`src/rtl/sram_ctrl_pkg.sv`:
```
package sram_ctrl_pkg;

  typedef enum logic [2:0] {
    ST_IDLE, ST_RD, ST_TURN, ST_WSET, ST_WPUL, ST_WREC
  } state_e;

  function automatic int unsigned ns2cyc(int unsigned ns, int unsigned per);
    int unsigned c;
    c = (ns + per - 1) / per;
    return (c < 1) ? 1 : c;
  endfunction

  function automatic int unsigned umax(int unsigned a, int unsigned b);
    return (a > b) ? a : b;
  endfunction

endpackage

```
`src/rtl/sram_ctrl_timer.sv`:
```
module sram_ctrl_timer #(
  parameter int unsigned CNT_W = 4
) (
  input  logic             clk_i,
  input  logic             rst_ni,
  input  logic             load_i,
  input  logic [CNT_W-1:0] load_val_i,
  output logic             zero_o
);
  logic [CNT_W-1:0] cnt_q;

  always_ff @(posedge clk_i or negedge rst_ni) begin
    if (!rst_ni)          cnt_q <= '0;
    else if (load_i)      cnt_q <= load_val_i;
    else if (cnt_q != '0) cnt_q <= cnt_q - 1'b1;
  end

  assign zero_o = (cnt_q == '0);
endmodule

```
`src/rtl/sram_ctrl_io.sv`:
```
module sram_ctrl_io
  import sram_ctrl_pkg::*;
#(
  parameter int unsigned ADDR_W = 15,
  parameter int unsigned DATA_W = 8
) (
  input  logic              clk_i,
  input  logic              rst_ni,
  input  logic              accept_i,
  input  logic [ADDR_W-1:0] addr_i,
  input  logic [DATA_W-1:0] wdata_i,
  input  state_e            state_d_i,
  input  logic              drv_d_i,
  input  logic              capture_i,
  input  logic              done_d_i,
  input  logic [DATA_W-1:0] sram_dq_i,
  output logic [ADDR_W-1:0] sram_addr_o,
  output logic              sram_cs_no,
  output logic              sram_oe_no,
  output logic              sram_we_no,
  output logic [DATA_W-1:0] sram_dq_o,
  output logic              sram_dq_oe_o,
  output logic [DATA_W-1:0] rdata_o,
  output logic              done_o
);
  // strobes registered from next state: glitch-free pins
  always_ff @(posedge clk_i or negedge rst_ni) begin
    if (!rst_ni) begin
      sram_cs_no   <= 1'b1;
      sram_oe_no   <= 1'b1;
      sram_we_no   <= 1'b1;
      sram_dq_oe_o <= 1'b0;
      done_o       <= 1'b0;
    end else begin
      sram_cs_no   <= (state_d_i == ST_IDLE) || (state_d_i == ST_TURN);
      sram_oe_no   <= (state_d_i != ST_RD);
      sram_we_no   <= (state_d_i != ST_WPUL);
      sram_dq_oe_o <= drv_d_i;
      done_o       <= done_d_i;
    end
  end

  always_ff @(posedge clk_i or negedge rst_ni) begin
    if (!rst_ni) begin
      sram_addr_o <= '0;
      sram_dq_o   <= '0;
      rdata_o     <= '0;
    end else begin
      if (accept_i) begin
        sram_addr_o <= addr_i;
        sram_dq_o   <= wdata_i;
      end
      if (capture_i) rdata_o <= sram_dq_i;
    end
  end

  a_r6_oe_high_in_write: assert property (@(posedge clk_i) disable iff (!rst_ni)
    !sram_we_no |-> sram_oe_no);
  a_r6_drv_before_we: assert property (@(posedge clk_i) disable iff (!rst_ni)
    $fell(sram_we_no) |-> $past(sram_dq_oe_o));
  a_r8_release_after_we: assert property (@(posedge clk_i) disable iff (!rst_ni)
    $rose(sram_we_no) |-> sram_dq_oe_o ##1 !sram_dq_oe_o);
  a_r4_done_pulse: assert property (@(posedge clk_i) disable iff (!rst_ni)
    done_o |=> !done_o);
  a_r5_no_drive_in_read: assert property (@(posedge clk_i) disable iff (!rst_ni)
    !sram_oe_no |-> !sram_dq_oe_o);
  a_r3_addr_stable: assert property (@(posedge clk_i) disable iff (!rst_ni)
    (!sram_cs_no && $past(!sram_cs_no)) |-> $stable(sram_addr_o));
endmodule

```
`src/rtl/sram_ctrl.sv`:
```
module sram_ctrl
  import sram_ctrl_pkg::*;
#(
  parameter int unsigned ADDR_W    = 15,
  parameter int unsigned DATA_W    = 8,
  parameter int unsigned CLK_NS    = 8,
  parameter int unsigned T_RC_NS   = 70,
  parameter int unsigned T_ACS_NS  = 70,
  parameter int unsigned T_AOE_NS  = 35,
  parameter int unsigned T_WC_NS   = 70,
  parameter int unsigned T_WP_NS   = 45,
  parameter int unsigned T_AW_NS   = 60,
  parameter int unsigned T_DW_NS   = 30,
  parameter int unsigned T_HZ_NS   = 30
) (
  input  logic              clk_i,
  input  logic              rst_ni,
  input  logic              req_i,
  input  logic              we_i,
  input  logic [ADDR_W-1:0] addr_i,
  input  logic [DATA_W-1:0] wdata_i,
  output logic              ack_o,
  output logic              done_o,
  output logic [DATA_W-1:0] rdata_o,
  output logic [ADDR_W-1:0] sram_addr_o,
  output logic              sram_cs_no,
  output logic              sram_oe_no,
  output logic              sram_we_no,
  output logic [DATA_W-1:0] sram_dq_o,
  output logic              sram_dq_oe_o,
  input  logic [DATA_W-1:0] sram_dq_i
);
  localparam int unsigned RD_CYC  = umax(ns2cyc(T_RC_NS, CLK_NS),
                                         umax(ns2cyc(T_ACS_NS, CLK_NS), ns2cyc(T_AOE_NS, CLK_NS)));
  // setup cycle already counts toward address and data windows
  localparam int unsigned WE_CYC  = umax(ns2cyc(T_WP_NS, CLK_NS),
                                         umax(ns2cyc(T_AW_NS, CLK_NS) - 1, ns2cyc(T_DW_NS, CLK_NS) - 1));
  localparam int unsigned WC_CYC  = ns2cyc(T_WC_NS, CLK_NS);
  localparam int unsigned REC_CYC = (WC_CYC > WE_CYC + 2) ? (WC_CYC - 1 - WE_CYC) : 1;
  localparam int unsigned TA_CYC  = ns2cyc(T_HZ_NS, CLK_NS);
  localparam int unsigned MAX_CYC = umax(umax(RD_CYC, WE_CYC), umax(REC_CYC, TA_CYC));
  localparam int unsigned CNT_W   = $clog2(MAX_CYC + 1);

  state_e           state_q, state_d;
  logic             tmr_zero, tmr_load;
  logic [CNT_W-1:0] tmr_val;
  logic             drv_d, capture, done_d;

  assign ack_o = (state_q == ST_IDLE) && req_i;

  always_comb begin
    state_d = state_q;
    unique case (state_q)
      ST_IDLE: if (req_i)    state_d = we_i ? ST_WSET : ST_RD;
      ST_RD:   if (tmr_zero) state_d = ST_TURN;
      ST_TURN: if (tmr_zero) state_d = ST_IDLE;
      ST_WSET:               state_d = ST_WPUL;
      ST_WPUL: if (tmr_zero) state_d = ST_WREC;
      ST_WREC: if (tmr_zero) state_d = ST_IDLE;
      default:               state_d = ST_IDLE;
    endcase
  end

  always_comb begin
    unique case (state_d)
      ST_RD:   tmr_val = CNT_W'(RD_CYC - 1);
      ST_TURN: tmr_val = CNT_W'(TA_CYC - 1);
      ST_WPUL: tmr_val = CNT_W'(WE_CYC - 1);
      ST_WREC: tmr_val = CNT_W'(REC_CYC - 1);
      default: tmr_val = '0;
    endcase
  end

  assign tmr_load = (state_d != state_q);
  assign capture  = (state_q == ST_RD) && tmr_zero;
  assign done_d   = capture || ((state_q == ST_WREC) && tmr_zero);
  assign drv_d    = (state_d == ST_WSET) || (state_d == ST_WPUL) ||
                    ((state_d == ST_WREC) && (state_q == ST_WPUL));

  always_ff @(posedge clk_i or negedge rst_ni) begin
    if (!rst_ni) state_q <= ST_IDLE;
    else         state_q <= state_d;
  end

  sram_ctrl_timer #(.CNT_W(CNT_W)) u_timer (
    .clk_i      (clk_i),
    .rst_ni     (rst_ni),
    .load_i     (tmr_load),
    .load_val_i (tmr_val),
    .zero_o     (tmr_zero)
  );

  sram_ctrl_io #(.ADDR_W(ADDR_W), .DATA_W(DATA_W)) u_io (
    .clk_i        (clk_i),
    .rst_ni       (rst_ni),
    .accept_i     (ack_o),
    .addr_i       (addr_i),
    .wdata_i      (wdata_i),
    .state_d_i    (state_d),
    .drv_d_i      (drv_d),
    .capture_i    (capture),
    .done_d_i     (done_d),
    .sram_dq_i    (sram_dq_i),
    .sram_addr_o  (sram_addr_o),
    .sram_cs_no   (sram_cs_no),
    .sram_oe_no   (sram_oe_no),
    .sram_we_no   (sram_we_no),
    .sram_dq_o    (sram_dq_o),
    .sram_dq_oe_o (sram_dq_oe_o),
    .rdata_o      (rdata_o),
    .done_o       (done_o)
  );

  a_r2_ack_only_idle: assert property (@(posedge clk_i) disable iff (!rst_ni)
    ack_o |-> (sram_cs_no && sram_we_no && sram_oe_no));
  a_r5_turn_no_ack: assert property (@(posedge clk_i) disable iff (!rst_ni)
    ($rose(sram_oe_no) && sram_we_no) |-> (!ack_o && sram_cs_no));
endmodule

```
`config.mk`:
```
export PLATFORM = sky130hd
export DESIGN_NAME = sram_ctrl
export DESIGN_NICKNAME = d
export VERILOG_FILES = /design/src/rtl/sram_ctrl_pkg.sv /design/src/rtl/sram_ctrl_timer.sv /design/src/rtl/sram_ctrl_io.sv /design/src/rtl/sram_ctrl.sv
export SDC_FILE = /design/constraint.sdc
export NUM_CORES = 1
export LEC_CHECK = 0
export ABC_AREA = 1
export BUFFER_PORTS_ARGS = -buffer_cell sky130_fd_sc_hd__buf_4
export CAP_MARGIN = 30
export CORE_AREA = 2 2 90 92
export CTS_BUF_LIST = sky130_fd_sc_hd__clkbuf_8
export DETAILED_ROUTE_END_ITERATION = 8
export DIE_AREA = 0 0 92 94
export PLACE_DENSITY = 0.48
export SYNTH_ARGS = -nofsm -noshare
export SYNTH_HDL_FRONTEND = slang
export SYNTH_SLANG_ARGS = --single-unit
```
`constraint.sdc`:
```
create_clock -name clk_i -period 1.5 [get_ports clk_i]
set_clock_uncertainty 0.05 [all_clocks]
set_input_delay 0 -clock clk_i [delete_from_list [all_inputs] [get_ports clk_i]]
set_output_delay 0 -clock clk_i [all_outputs]
set_load 0.01 [all_outputs]
```
### After elaboration in Yosys (flattened, before gate mapping)

Cells that the tools add are included.

* bits in registers: 43
* input bits: 35
* output and inout bits: 37

* add/subtract/negate cells: 1
* equal/unequal tests: 13
* muxes and demuxes: 9
* reductions and logical operators: 14

Operators by type and width (number)
* 3-bit case mux with 5 select lines: 1
* 3-bit by 2-bit equality test with 1-bit output, second input constant: 4
* 3-bit equality test, second input constant: 4
* 3-bit 2-to-1 mux: 4
* 4-bit case mux with 3 select lines: 1
* 4-bit 2-to-1 mux: 2
* 3-bit by 1-bit equality test with 1-bit output, second input constant: 2
* 3-bit logical NOT: 2
* 1-bit logical AND: 4
* 4-bit logical NOT: 1
* 1-bit logical OR: 4
* 4-bit nonzero test: 1
* 4-bit by 1-bit subtractor with 4-bit output, second input constant: 1
* 3-bit by 1-bit inequality test with 1-bit output, second input constant: 1
* 3-bit inequality test: 1
* 3-bit inequality test, second input constant: 1
* 2-bit 2-to-1 mux: 1
* 2-bit nonzero test: 1
* 2-bit OR reduction: 1

### Logic depth before layout (Yosys ltp)

Gate-level depths: netlist of the first run.

* depth in word-level cells: 6
* mapped depth: 12
* depth with buffers taken out: 12

### Modules after synthesis

From an unflattened synthesis of the first run, not the netlist that was laid out.

* cells, all modules: 220
* area, all modules: 1839.3 um^2

Modules (own cells, without submodules)
* sram_ctrl_io: times used 1, cells each 142, area an instance 1327.5 um^2, seq. area each 904.6 um^2
* sram_ctrl: times used 1, cells each 44, area an instance 269.0 um^2, seq. area each 75.1 um^2
* sram_ctrl_timer: times used 1, cells each 34, area an instance 242.7 um^2, seq. area each 100.1 um^2

### Least setup slack after synthesis of the first run

OpenSTA, ideal clock, no wires.

* path type: register -> register
* start point: reg u_timer.cnt_q[0]
* end point: reg u_timer.cnt_q[1]
* arrival: 1.410 ns
* setup slack: -0.077 ns
* stages on the path, launching flop included: 11
* path buffers: 0
* clock period less this slack: 1.577 ns
* path through: dfrtp_1 -> inv_1 -> ha_1 -> nand2_4 -> inv_2 -> nand2_4 -> nand3_4 -> a21oi_4 -> nand3_1 -> nand2_1 -> nand2_1

* cells in the longest elaborated chain, start to end: 6
* elaborated cells between the ends (all ways): 15
* classes of those cells: 1 x add/sub; 4 x eq/ne; 7 x mux; 3 x reduce/logical

RTL lines
* start, declared: line sram_ctrl_timer.sv:10 `logic [CNT_W-1:0] cnt_q;`
* start signal, assigned: line sram_ctrl_timer.sv:14 `else if (load_i) cnt_q <= load_val_i;`
* start signal, assigned: line sram_ctrl_timer.sv:15 `else if (cnt_q != '0) cnt_q <= cnt_q - 1'b1;`
* 4-bit logical NOT (*): line sram_ctrl_timer.sv:18 `assign zero_o = (cnt_q == '0);`
* 3-bit 2-to-1 mux (on tied branches)
* 3-bit case mux with 5 select lines (*): line sram_ctrl.sv:53 `unique case (state_q)`
* named net state_d[1]: line sram_ctrl.sv:44 `state_e state_q, state_d;`
* 3-bit equality test (tied with other cells): line sram_ctrl.sv:65 `unique case (state_d)`
* 4-bit case mux with 3 select lines: line sram_ctrl.sv:65
* 4-bit 2-to-1 mux: line sram_ctrl_timer.sv:14

The timed path passes the listed nets; every way through them passes the cells marked *. The select of a mux whose other input is x is not followed.
A chain may end at the register's enable or synchronous reset.

### Worst setup path in the final report of the first run

Same ends and word-level chain as after synthesis.

==> results of run 1 <==
==> sequential cells by signal, summed over array words and instances (netlist names) <==
register and count:
state_q 3, u_io.done_o 1, u_io.rdata_o 8, u_io.sram_addr_o 15, u_io.sram_cs_no 1, u_io.sram_dq_o 8
u_io.sram_dq_oe_o 1, u_io.sram_oe_no 1, u_io.sram_we_no 1, u_timer.cnt_q 4
==> through the flow <==
stage	cells	setup WS [ns]
6_report	440	-0.00905
5_1_grt	440	-0.170
4_1_cts	434	-0.0181
3_5_place_dp	388	-0.0822
3_3_place_gp	388	-0.0834
2_1_floorplan	199	0.0152
==> final cells by class <==
class / instances / area share
Inverter: 13 / 0.0163
Multi-Input combinational cell: 139 / 0.235
Tap cell: 102 / 0.0387
Sequential cell: 43 / 0.328
Clock buffer: 6 / 0.0250
Clock inverter: 2 / 0.0106
Timing Repair Buffer: 135 / 0.346
==> cell families (layout without fill, tap and decap cells) <==
family	Yosys count	in the layout	share of synthesized area
AO/OA/AOI/OAI	5	5	0.0236
buffers and inverters	17	156	0.0378
multiplexers	8	8	0.0486
AND/OR/NAND/NOR	122	122	0.287
flip-flops	43	43	0.582
XOR/XNOR	3	3	0.0142
adder cells (fa/ha/maj)	1	1	0.00674
==> final timing paths <==
path / start / to / slack (ns) / depth (start not counted)
worst max-delay path: u_timer.cnt_q[0] / u_timer.cnt_q[1] / -0.009 / 10
worst min-delay path: req_i / state_q[0] / 0.08 / 4
worst max register to register: u_timer.cnt_q[0] / u_timer.cnt_q[1] / -0.009 / 10
worst min register to register: u_io.sram_addr_o[4] / u_io.sram_addr_o[4] / 0.43 / 2
max in group asynchronous: rst_ni / state_q[2] / 0.81 / 2
min in group asynchronous: rst_ni / u_io.rdata_o[2] / 0.18 / 2
==> cells in the final DEF, fill, tap and decap left out, types with 2 or more instances in the layout <==
cell type / n
buf_4: 98
nand2_1: 86
dfrtp_1: 39
dlygate4sd3_1: 32
mux2_2: 8
nand3_1: 7
inv_2: 6
nand2_2: 6
nor2_1: 6
clkbuf_8: 6
inv_1: 5
nand2_4: 4
nand3_2: 3
nand4_1: 3
buf_6: 3
dfstp_2: 3
nor2_4: 2
inv_4: 2
xor2_1: 2
==> worst max-delay path, delay by kind of cell (launching register included) <==
family | cells | cell delay (ns)
AOI/OAI and AO/OA | 1 | 0.23
DFF | 1 | 0.36
and+or+nand+nor | 6 | 0.47
buffers and inverters | 2 | 0.12
adders and majority gates | 1 | 0.18
==> cells in the mapped netlist (3+ instances only) <==
cell     instances
inv_2            4
nand2_4          3
nand2_2          4
mux2_2           8
nor2_1           7
dfrtp_1         40
nand2_1         90
buf_2            3
nand3_1         10
dfstp_2          3
inv_1            8
nand4_1          3
==> routing by layer <==
metal,GRT usage,vias up
li1,-,893
met2,0.218,41
met5,0,-
met3,0.0257,6
met1,0.141,834
met4,0.0299,0
==> power breakdown <==
| group | switching (mW) | internal [mW] | total, mW |
|---|---|---|---|
| sequential | 0.320 | 1.75 | 2.07 |
| clock | 0.399 | 0.539 | 0.938 |
| combinational | 1.83 | 1.97 | 3.79 |
| total | 2.55 | 4.25 | 6.80 |
==> repair_timing <==
| action | CTS | global route |
|---|---|---|
| buffers inserted | 5 | 6 |
| pin swaps | 12 | 6 |
| cloned | 1 | 0 |
| resized for setup | 12 | 7 |
| hold endpoints to repair | 71 | 0 |
| hold buffers | 32 | 0 |
| endpoints found under the setup margin | 13 | 15 |
==> flow_summary.json, run 1 <==
{
  "synth_warnings": 0,
  "synth_top_area_share": 0.539,
  "path_cells": "inv_2 -> ha_4 -> nand2_4 -> inv_4 -> nand2_8 -> nand3_4 -> a21oi_4 -> nand3_1 -> nand2_1 -> nand2_1",
  "hold_violations": 0,
  "start_util": 0.244,
  "area_growth_pct": 77.7,
  "synth_ff_type": "dfrtp_1",
  "path_common_cell": "nand2_1",
  "cts.sinks": 43,
  "die-area_um2": 8650,
  "cap_violations": 0,
  "die_w_um": 92,
  "syn_avg_cell_area_um2": 9.32,
  "dr_wl_met2_mm": 2.50,
  "power.leakage_nw": 1.72,
  "die_y_um": 94,
  "ff_latch_area_um2": 1080,
  "fmax_ghz": 0.663,
  "cp_max_fo": 8,
  "synth_edf_count": 0,
  "rsz0062_at_grt": "true",
  "synth_top_area_cell": "dfrtp_1",
  "async_reset_ff_frac": 1.00,
  "violations": "setup timing",
  "layout_setup_ws_ns": -0.00905,
  "highest_layer": "met4",
  "postRouteWirelength_mm": 4.85,
  "grt_max_degree": 44,
  "hpwl_mm": 3.23,
  "clk_latency_ns": 0.29,
  "end_kind": "flop",
  "holdWs_ns": 0.0823,
  "multi_input_area_um2": 774,
  "finalCriticalPeriod_ns": 1.51,
  "dr_total_vias": 1774,
  "antenna_found_initial": 0,
  "crit_required_ns": 1.64,
  "status": "complete, but fails checks",
  "clockBufferDepth": 2,
  "wl_met1_mm": 2.12,
  "fin_tns_setup_ns": -0.0141,
  "wl_per_cell_um": 11.0,
  "synth_nets": 235,
  "htree_levels": 2,
  "setup_violations": 2,
  "cp.arrival_ns": 1.65,
  "wl_met3_um": 184,
  "synthCells": 199,
  "grt_overflow": 0,
  "finalNetCount": 373,
  "ios": 72,
  "nFillCells": 796,
  "dr.pass1.iters": 4,
  "fin_crit_sh": 1.01,
  "numCtsBuffers": 5,
  "placed_cell_area_um2": 2670,
  "criticalPathCategory": "flop to flop",
  "peakVddDrop_mv": 0.728,
  "grt_pass1_vias": 1771,
  "slowest_delay_ns": 0.36,
  "layout-drive-gt1-share": 0.453,
  "final_max_slew_viol_count": 0,
  "ys_seq_area_frac": 0.582,
  "relSlewSlack": 0.635,
  "synth_seq_cells": 43,
  "gp_congestion": 0.752,
  "drt_iter0_markers": 49,
  "fin_area_um2": 3300,
  "final_core_util": 0.433,
  "hp-class": "primary input to flop",
  "worstSetupStartpointType": "flop",
  "grt_pass1_wl_mm": 8.25,
  "synth_area_um2": 1860,
  "power.density_nw_per_um2": 2060,
  "row_count": 32,
  "finalPower_mw": 6.80,
  "drc": 0,
  "clockRootBuffer": "clkbuf_8",
  "port_buffers": 71,
  "synthTopCellsByArea": "dfrtp_1 54%, nand2_1 18%, mux2_2 4.9%",
  "cts_tree": "yes",
  "core_um2": 7610,
  "path_clk_slew_ns": 0.08,
  "n_antenna_cell": 0,
  "worst_pin_slew_ns": 0.547,
  "track_usage": 0.119,
  "synth.distinct_cells": 26,
  "cp_slowest_cell": "dfrtp_1",
  "antenna_left": 0,
  "vias_per_cell": 4.03
}
Note: power is estimated with default switching activity, not from simulation.
==> run 2: changes to the inputs <==
--- a/config.mk
+++ b/config.mk
@@ -13,6 +13,7 @@
 export DETAILED_ROUTE_END_ITERATION = 8
 export DIE_AREA = 0 0 92 94
 export PLACE_DENSITY = 0.48
+export SKIP_LAST_GASP = 1
 export SYNTH_ARGS = -nofsm -noshare
 export SYNTH_HDL_FRONTEND = slang
 export SYNTH_SLANG_ARGS = --single-unit
==> run 2 against run 1 <==
Against the previous run: the flow still finishes with violations (setup timing); combinational power about the same; sequential cell count unchanged; die area unchanged; highest routed layer unchanged; final area down 0.23%; critical endpoint unchanged; first-iteration DRC count down 2.0%; register-to-register slack about the same; critical path type unchanged; clock-buffer cell count unchanged.
==> flow_summary.json, run 2 (synthesized netlist as in run 1, its figures left out) <==
{
  "layout_common_cells": "100 x buf_4, 86 x nand2_1, 39 x dfrtp_1",
  "min_from": "req_i",
  "p_comb_frac": 0.557,
  "power_switching_mw": 2.54,
  "gp_congestion": 0.752,
  "vias_per_cell": 4.03,
  "row_count": 32,
  "track_usage": 0.119,
  "die-area_um2": 8650,
  "ios": 72,
  "instances_no_fill": 440,
  "drt_iter0_markers": 48,
  "hpwl_mm": 3.23,
  "holdWs_ns": 0.0813,
  "final_max_slew_viol_count": 0,
  "path_buf_inv": 2,
  "r2r-end": "u_timer.cnt_q[1]",
  "r2r_start": "u_timer.cnt_q[0]",
  "finalCriticalPeriod_ns": 1.51,
  "numCtsBuffers": 5,
  "layout_setup_ws_ns": -0.00907,
  "status": "complete, but fails checks",
  "worst_pin_slew_ns": 0.545,
  "start_util": 0.244,
  "die_w_um": 92,
  "worstSetupStartpointType": "flop",
  "nFillCells": 796,
  "reg_top3": "u_io.sram_addr_o: 15 flops, u_io.rdata_o: 8 flops, u_io.sram_dq_o: 8 flops",
  "area_growth_pct": 77.3,
  "crit_required_ns": 1.64,
  "finalPower_mw": 6.79,
  "fin_tns_setup_ns": -0.0169,
  "cp_slowest_cell": "dfrtp_1",
  "cp.depth": 10,
  "clk_latency_ns": 0.30,
  "relSlewSlack": 0.636,
  "min_to": "state_q[0]",
  "final_common_cell": "buf_4",
  "grt_pass1_wl_mm": 8.25,
  "n_antenna_cell": 0,
  "p_int_mw": 4.24,
  "slowest_delay_ns": 0.36,
  "postRouteWirelength_mm": 4.86,
  "grt_max_degree": 44,
  "seqPwrFrac": 0.305,
  "ff_latch_area_um2": 1080,
  "path_common_cell": "nand2_1",
  "power.density_nw_per_um2": 2060,
  "cap_violations": 0,
  "port_buffers": 71,
  "finalNetCount": 373,
  "wl_per_cell_um": 11.0,
  "cp.arrival_ns": 1.65,
  "criticalPathCategory": "flop to flop",
  "antenna_found_initial": 0,
  "power.leakage_nw": 1.72,
  "dp.cells": 388,
  "largest_reg_flops": 15,
  "multi_input_area_um2": 774,
  "die_y_um": 94,
  "core_um2": 7610,
  "violations": "setup timing",
  "clockBufferDepth": 2,
  "peakVddDrop_mv": 0.728,
  "grt_overflow": 0,
  "drc": 0,
  "dr_total_vias": 1772,
  "fin_crit_sh": 1.01,
  "rrSetupSlack_ns": -0.009,
  "setup_violations": 2,
  "antenna_left": 0,
  "critPathTopFamily": "simple AND/OR/NAND/NOR gates",
  "min_path_cells": 4,
  "fmax_ghz": 0.663,
  "top_register": "u_io.sram_addr_o",
  "cts.sinks": 43,
  "grt_pass1_vias": 1771,
  "cts_tree": "yes",
  "hp-class": "primary input to flop",
  "path_cells": "inv_2 -> ha_4 -> nand2_4 -> inv_4 -> nand2_8 -> nand3_4 -> a21oi_4 -> nand3_1 -> nand2_1 -> nand2_1",
  "layout-drive-gt1-share": 0.453,
  "end_kind": "flop",
  "rr_worst_depth": 10,
  "p_clk_frac": 0.138,
  "dr.pass1.iters": 5,
  "path_clk_slew_ns": 0.08,
  "hold_violations": 0,
  "switching_share": 0.375,
  "cp_max_fo": 8,
  "rsz0062_at_grt": "true",
  "crit_start": "u_timer.cnt_q[0]",
  "htree_levels": 2,
  "clockRootBuffer": "clkbuf_8"
}
## run 2: cell count changes in the layout (fill, tap and decap cells not counted)
cell	delta
buf_6	-2
buf_4	+2
## run 2: what timing repair did
action	4_1_cts	5_1_grt
setup buffers	5	6
hold buffers	32	0
gates cloned	1	0
pin swaps	12	6
endpoints found under the hold margin	71	0
setup endpoints to repair	13	15
gates resized for setup	12	5
## run 2: cell type report
class,instances,area share
Timing Repair Buffer,135,0.345
Multi-Input combinational cell,139,0.235
Clock inverter,2,0.0107
Clock buffer,6,0.0251
Sequential cell,43,0.329
Inverter,13,0.0164
Tap cell,102,0.0388
## run 2: power by group through the flow
stage          combinational (mW)  clock (mW)  sequential (mW)
2_1_floorplan                1.60           0             2.28
3_3_place_gp                 3.29           0             2.09
3_5_place_dp                 3.32           0             2.09
4_1_cts                      3.71       0.977             2.08
5_1_grt                      4.21        1.01             2.14
6_report                     3.78       0.939             2.07
## run 2: stage by stage
stage	worst slack [ns]	util	instance area [µm²]
after floorplan	0.0152	-	1880
after global placement	-0.0834	0.351	2670
after detailed placement	-0.0822	0.351	2670
after CTS	-0.0181	0.425	3230
after global routing	-0.170	0.432	3290
final	-0.00907	0.432	3290
## run 2: metal layers
metal | track usage | part of all wire
met3 | 0.0257 | 0.040
met4 | 0.0299 | 0.0095
met5 | 0 | 0
met1 | 0.141 | 0.43
met2 | 0.218 | 0.52
## run 2: worst register-to-register path, delay by kind of cell (launching register included)
| kind | cells | cell delay [ns] |
|---|---|---|
| AND/OR/NAND/NOR | 6 | 0.48 |
| flip-flops | 1 | 0.36 |
| AO/OA/AOI/OAI | 1 | 0.23 |
| adder cells (fa/ha/maj) | 1 | 0.18 |
| buffers and inverters | 2 | 0.12 |
## run 2: worst max path at each step
stage / to / slack, ns
6_report: u_timer.cnt_q[1] / -0.009
5_1_grt: u_timer.cnt_q[3] / -0.17
4_1_cts: ack_o / -0.02
3_5_place_dp: u_timer.cnt_q[3] / -0.08
3_3_place_gp: u_timer.cnt_q[3] / -0.08
2_1_floorplan: u_timer.cnt_q[1] / 0.02
==> run 3: changes to the inputs <==
--- a/config.mk
+++ b/config.mk
@@ -12,7 +12,8 @@
 export CTS_BUF_LIST = sky130_fd_sc_hd__clkbuf_8
 export DETAILED_ROUTE_END_ITERATION = 8
 export DIE_AREA = 0 0 92 94
-export PLACE_DENSITY = 0.48
+export PLACE_DENSITY_LB_ADDON = 0.25
+export SETUP_SLACK_MARGIN = 0.3
 export SKIP_LAST_GASP = 1
 export SYNTH_ARGS = -nofsm -noshare
 export SYNTH_HDL_FRONTEND = slang
==> constraint.sdc (replaced) <==
create_clock -name clk_i -period 1.33 [get_ports clk_i]
set_clock_uncertainty 0.05 [all_clocks]
set_input_delay 0 -clock clk_i [delete_from_list [all_inputs] [get_ports clk_i]]
set_output_delay 0 -clock clk_i [all_outputs]
set_load 0.01 [all_outputs]
==> run 3 against run 2 <==
Against the previous run: the flow still finishes with violations (setup timing); cell count up 3.2%; utilization up 5.4 points; final area up 12%; non-clock buffer count up 14; fmax down 0.96%; routed wire length up 18%; clock-buffer cell count down 1; global-route usage up 0.65 points; critical path depth up 1; sequential power up 15%.
==> flow_summary.json, run 3 (synthesized netlist as in run 1, its figures left out) <==
{
  "row_count": 32,
  "power.density_nw_per_um2": 2310,
  "criticalPathCategory": "flop to flop",
  "wl_met3_um": 247,
  "grt_max_degree": 44,
  "path_common_cell": "nand2_1",
  "violations": "setup timing",
  "path_buf_inv": 2,
  "peakVddDrop_mv": 0.727,
  "cap_violations": 0,
  "hp-class": "primary input to flop",
  "postRouteWirelength_mm": 5.71,
  "cp_max_fo": 8,
  "antenna_left": 0,
  "n_antenna_cell": 0,
  "crit_required_ns": 1.46,
  "end_kind": "flop",
  "grt_overflow": 0,
  "status": "complete, but fails checks",
  "start_util": 0.244,
  "clockBufferDepth": 2,
  "instances_no_fill": 454,
  "holdWs_ns": 0.179,
  "wl_per_cell_um": 12.6,
  "fin_area_um2": 3700,
  "die_y_um": 94,
  "hold_violations": 0,
  "numCtsBuffers": 5,
  "fin_crit_sh": 1.15,
  "vias_per_cell": 4.20,
  "die_w_um": 92,
  "worst_pin_slew_ns": 0.565,
  "finalCriticalPeriod_ns": 1.52,
  "nFillCells": 717,
  "final_common_cell": "buf_4",
  "highest_layer": "met4",
  "hpwl_mm": 3.27,
  "cts.sinks": 43,
  "rsz0062_at_grt": "true",
  "drc": 0,
  "slowest_delay_ns": 0.39,
  "area_growth_pct": 99.4,
  "core_um2": 7610,
  "path_clk_slew_ns": 0.08,
  "layout_common_cells": "97 x buf_4, 48 x nand2_1, 39 x dfrtp_1",
  "setup_violations": 40,
  "antenna_found_initial": 0,
  "worstSetupStartpointType": "flop",
  "power.leakage_nw": 1.91,
  "fin_tns_setup_ns": -3.80,
  "relSlewSlack": 0.623,
  "dr_total_vias": 1908,
  "clockRootBuffer": "clkbuf_8",
  "final_max_slew_viol_count": 0,
  "fmax_ghz": 0.656,
  "ff_latch_area_um2": 1080,
  "placed_cell_area_um2": 2720,
  "finalNetCount": 387,
  "reg_top3": "u_io.sram_addr_o: 15 flops, u_io.rdata_o: 8 flops, u_io.sram_dq_o: 8 flops",
  "ios": 72,
  "wl_met1_mm": 2.47,
  "path_cells": "inv_2 -> ha_4 -> nand3_2 -> nand2_2 -> inv_2 -> o21ai_2 -> nand2_4 -> nand2_2 -> nand2_1 -> nand2_1 -> nand2_1",
  "multi_input_area_um2": 988,
  "cts_tree": "yes",
  "drt_iter0_markers": 59,
  "grt_pass1_vias": 1816,
  "htree_levels": 2,
  "dp.cells": 392,
  "dr_wl_met2_mm": 2.95,
  "top_register": "u_io.sram_addr_o",
  "dr.pass1.iters": 4,
  "die-area_um2": 8650,
  "largest_reg_flops": 15,
  "gp_congestion": 0.813,
  "track_usage": 0.125,
  "cp_slowest_cell": "dfrtp_1",
  "port_buffers": 71,
  "grt_pass1_wl_mm": 8.59,
  "critPathTopFamily": "simple AND/OR/NAND/NOR gates",
  "layout_setup_ws_ns": -0.194,
  "cp.arrival_ns": 1.66,
  "layout-drive-gt1-share": 0.599,
  "finalPower_mw": 8.56,
  "clk_latency_ns": 0.29
}
-- run 3: final cells by class --
class | instances | area share
clock buffer | 5 | 0.0186
clock inverter | 3 | 0.00440
inverter | 13 | 0.0145
multi-input combinational | 139 | 0.267
sequential | 43 | 0.292
tap | 102 | 0.0345
timing repair buffer | 149 | 0.369
-- run 3: timing repair --
| item | in CTS | in global routing |
|---|---|---|
| hold buffers | 32 | 0 |
| setup buffers | 9 | 8 |
| setup endpoints to repair | 44 | 44 |
| hold endpoints to repair | 71 | 0 |
| gates resized for setup | 35 | 61 |
| pin swaps | 14 | 22 |
| cloned | 2 | 3 |
-- run 3: worst paths after layout --
check	depth (start not counted)	end	from	slack (ns)
min reg2reg	2	u_io.sram_dq_o[1]	u_io.sram_dq_o[1]	0.43
max	11	u_timer.cnt_q[1]	u_timer.cnt_q[0]	-0.19
min in group asynchronous	2	u_io.sram_dq_o[3]	rst_ni	0.19
max in group asynchronous	2	state_q[2]	rst_ni	0.63
max reg2reg	11	u_timer.cnt_q[1]	u_timer.cnt_q[0]	-0.19
min	5	u_io.sram_we_no	req_i	0.18
-- run 3: per-layer routing --
layer | vias up | global-route usage
li1 | 928 | -
met1 | 921 | 0.166
met2 | 52 | 0.208
met3 | 7 | 0.0305
met4 | 0 | 0.0274
met5 | - | 0
-- run 3: worst reg2reg max path, cell delays in order (launching register included) --
cell	delay, ns
dfrtp_1	0.39
inv_2	0.08
ha_4	0.16
nand3_2	0.09
nand2_2	0.07
inv_2	0.05
o21ai_2	0.17
nand2_4	0.10
nand2_2	0.09
nand2_1	0.05
nand2_1	0.06
nand2_1	0.04
-- run 3: per-stage QoR --
stage | utilization | setup slack, ns
after floorplan | - | -0.149
after global placement | 0.357 | -0.193
after detailed placement | 0.357 | -0.212
after CTS | 0.441 | -0.176
after global routing | 0.486 | -0.298
final | 0.486 | -0.194
-- run 3: power by group --
| group | switching, mW | internal, mW |
|---|---|---|
| logic | 2.55 | 2.82 |
| clock network | 0.457 | 0.360 |
| registers | 0.404 | 1.97 |
| total | 3.41 | 5.15 |
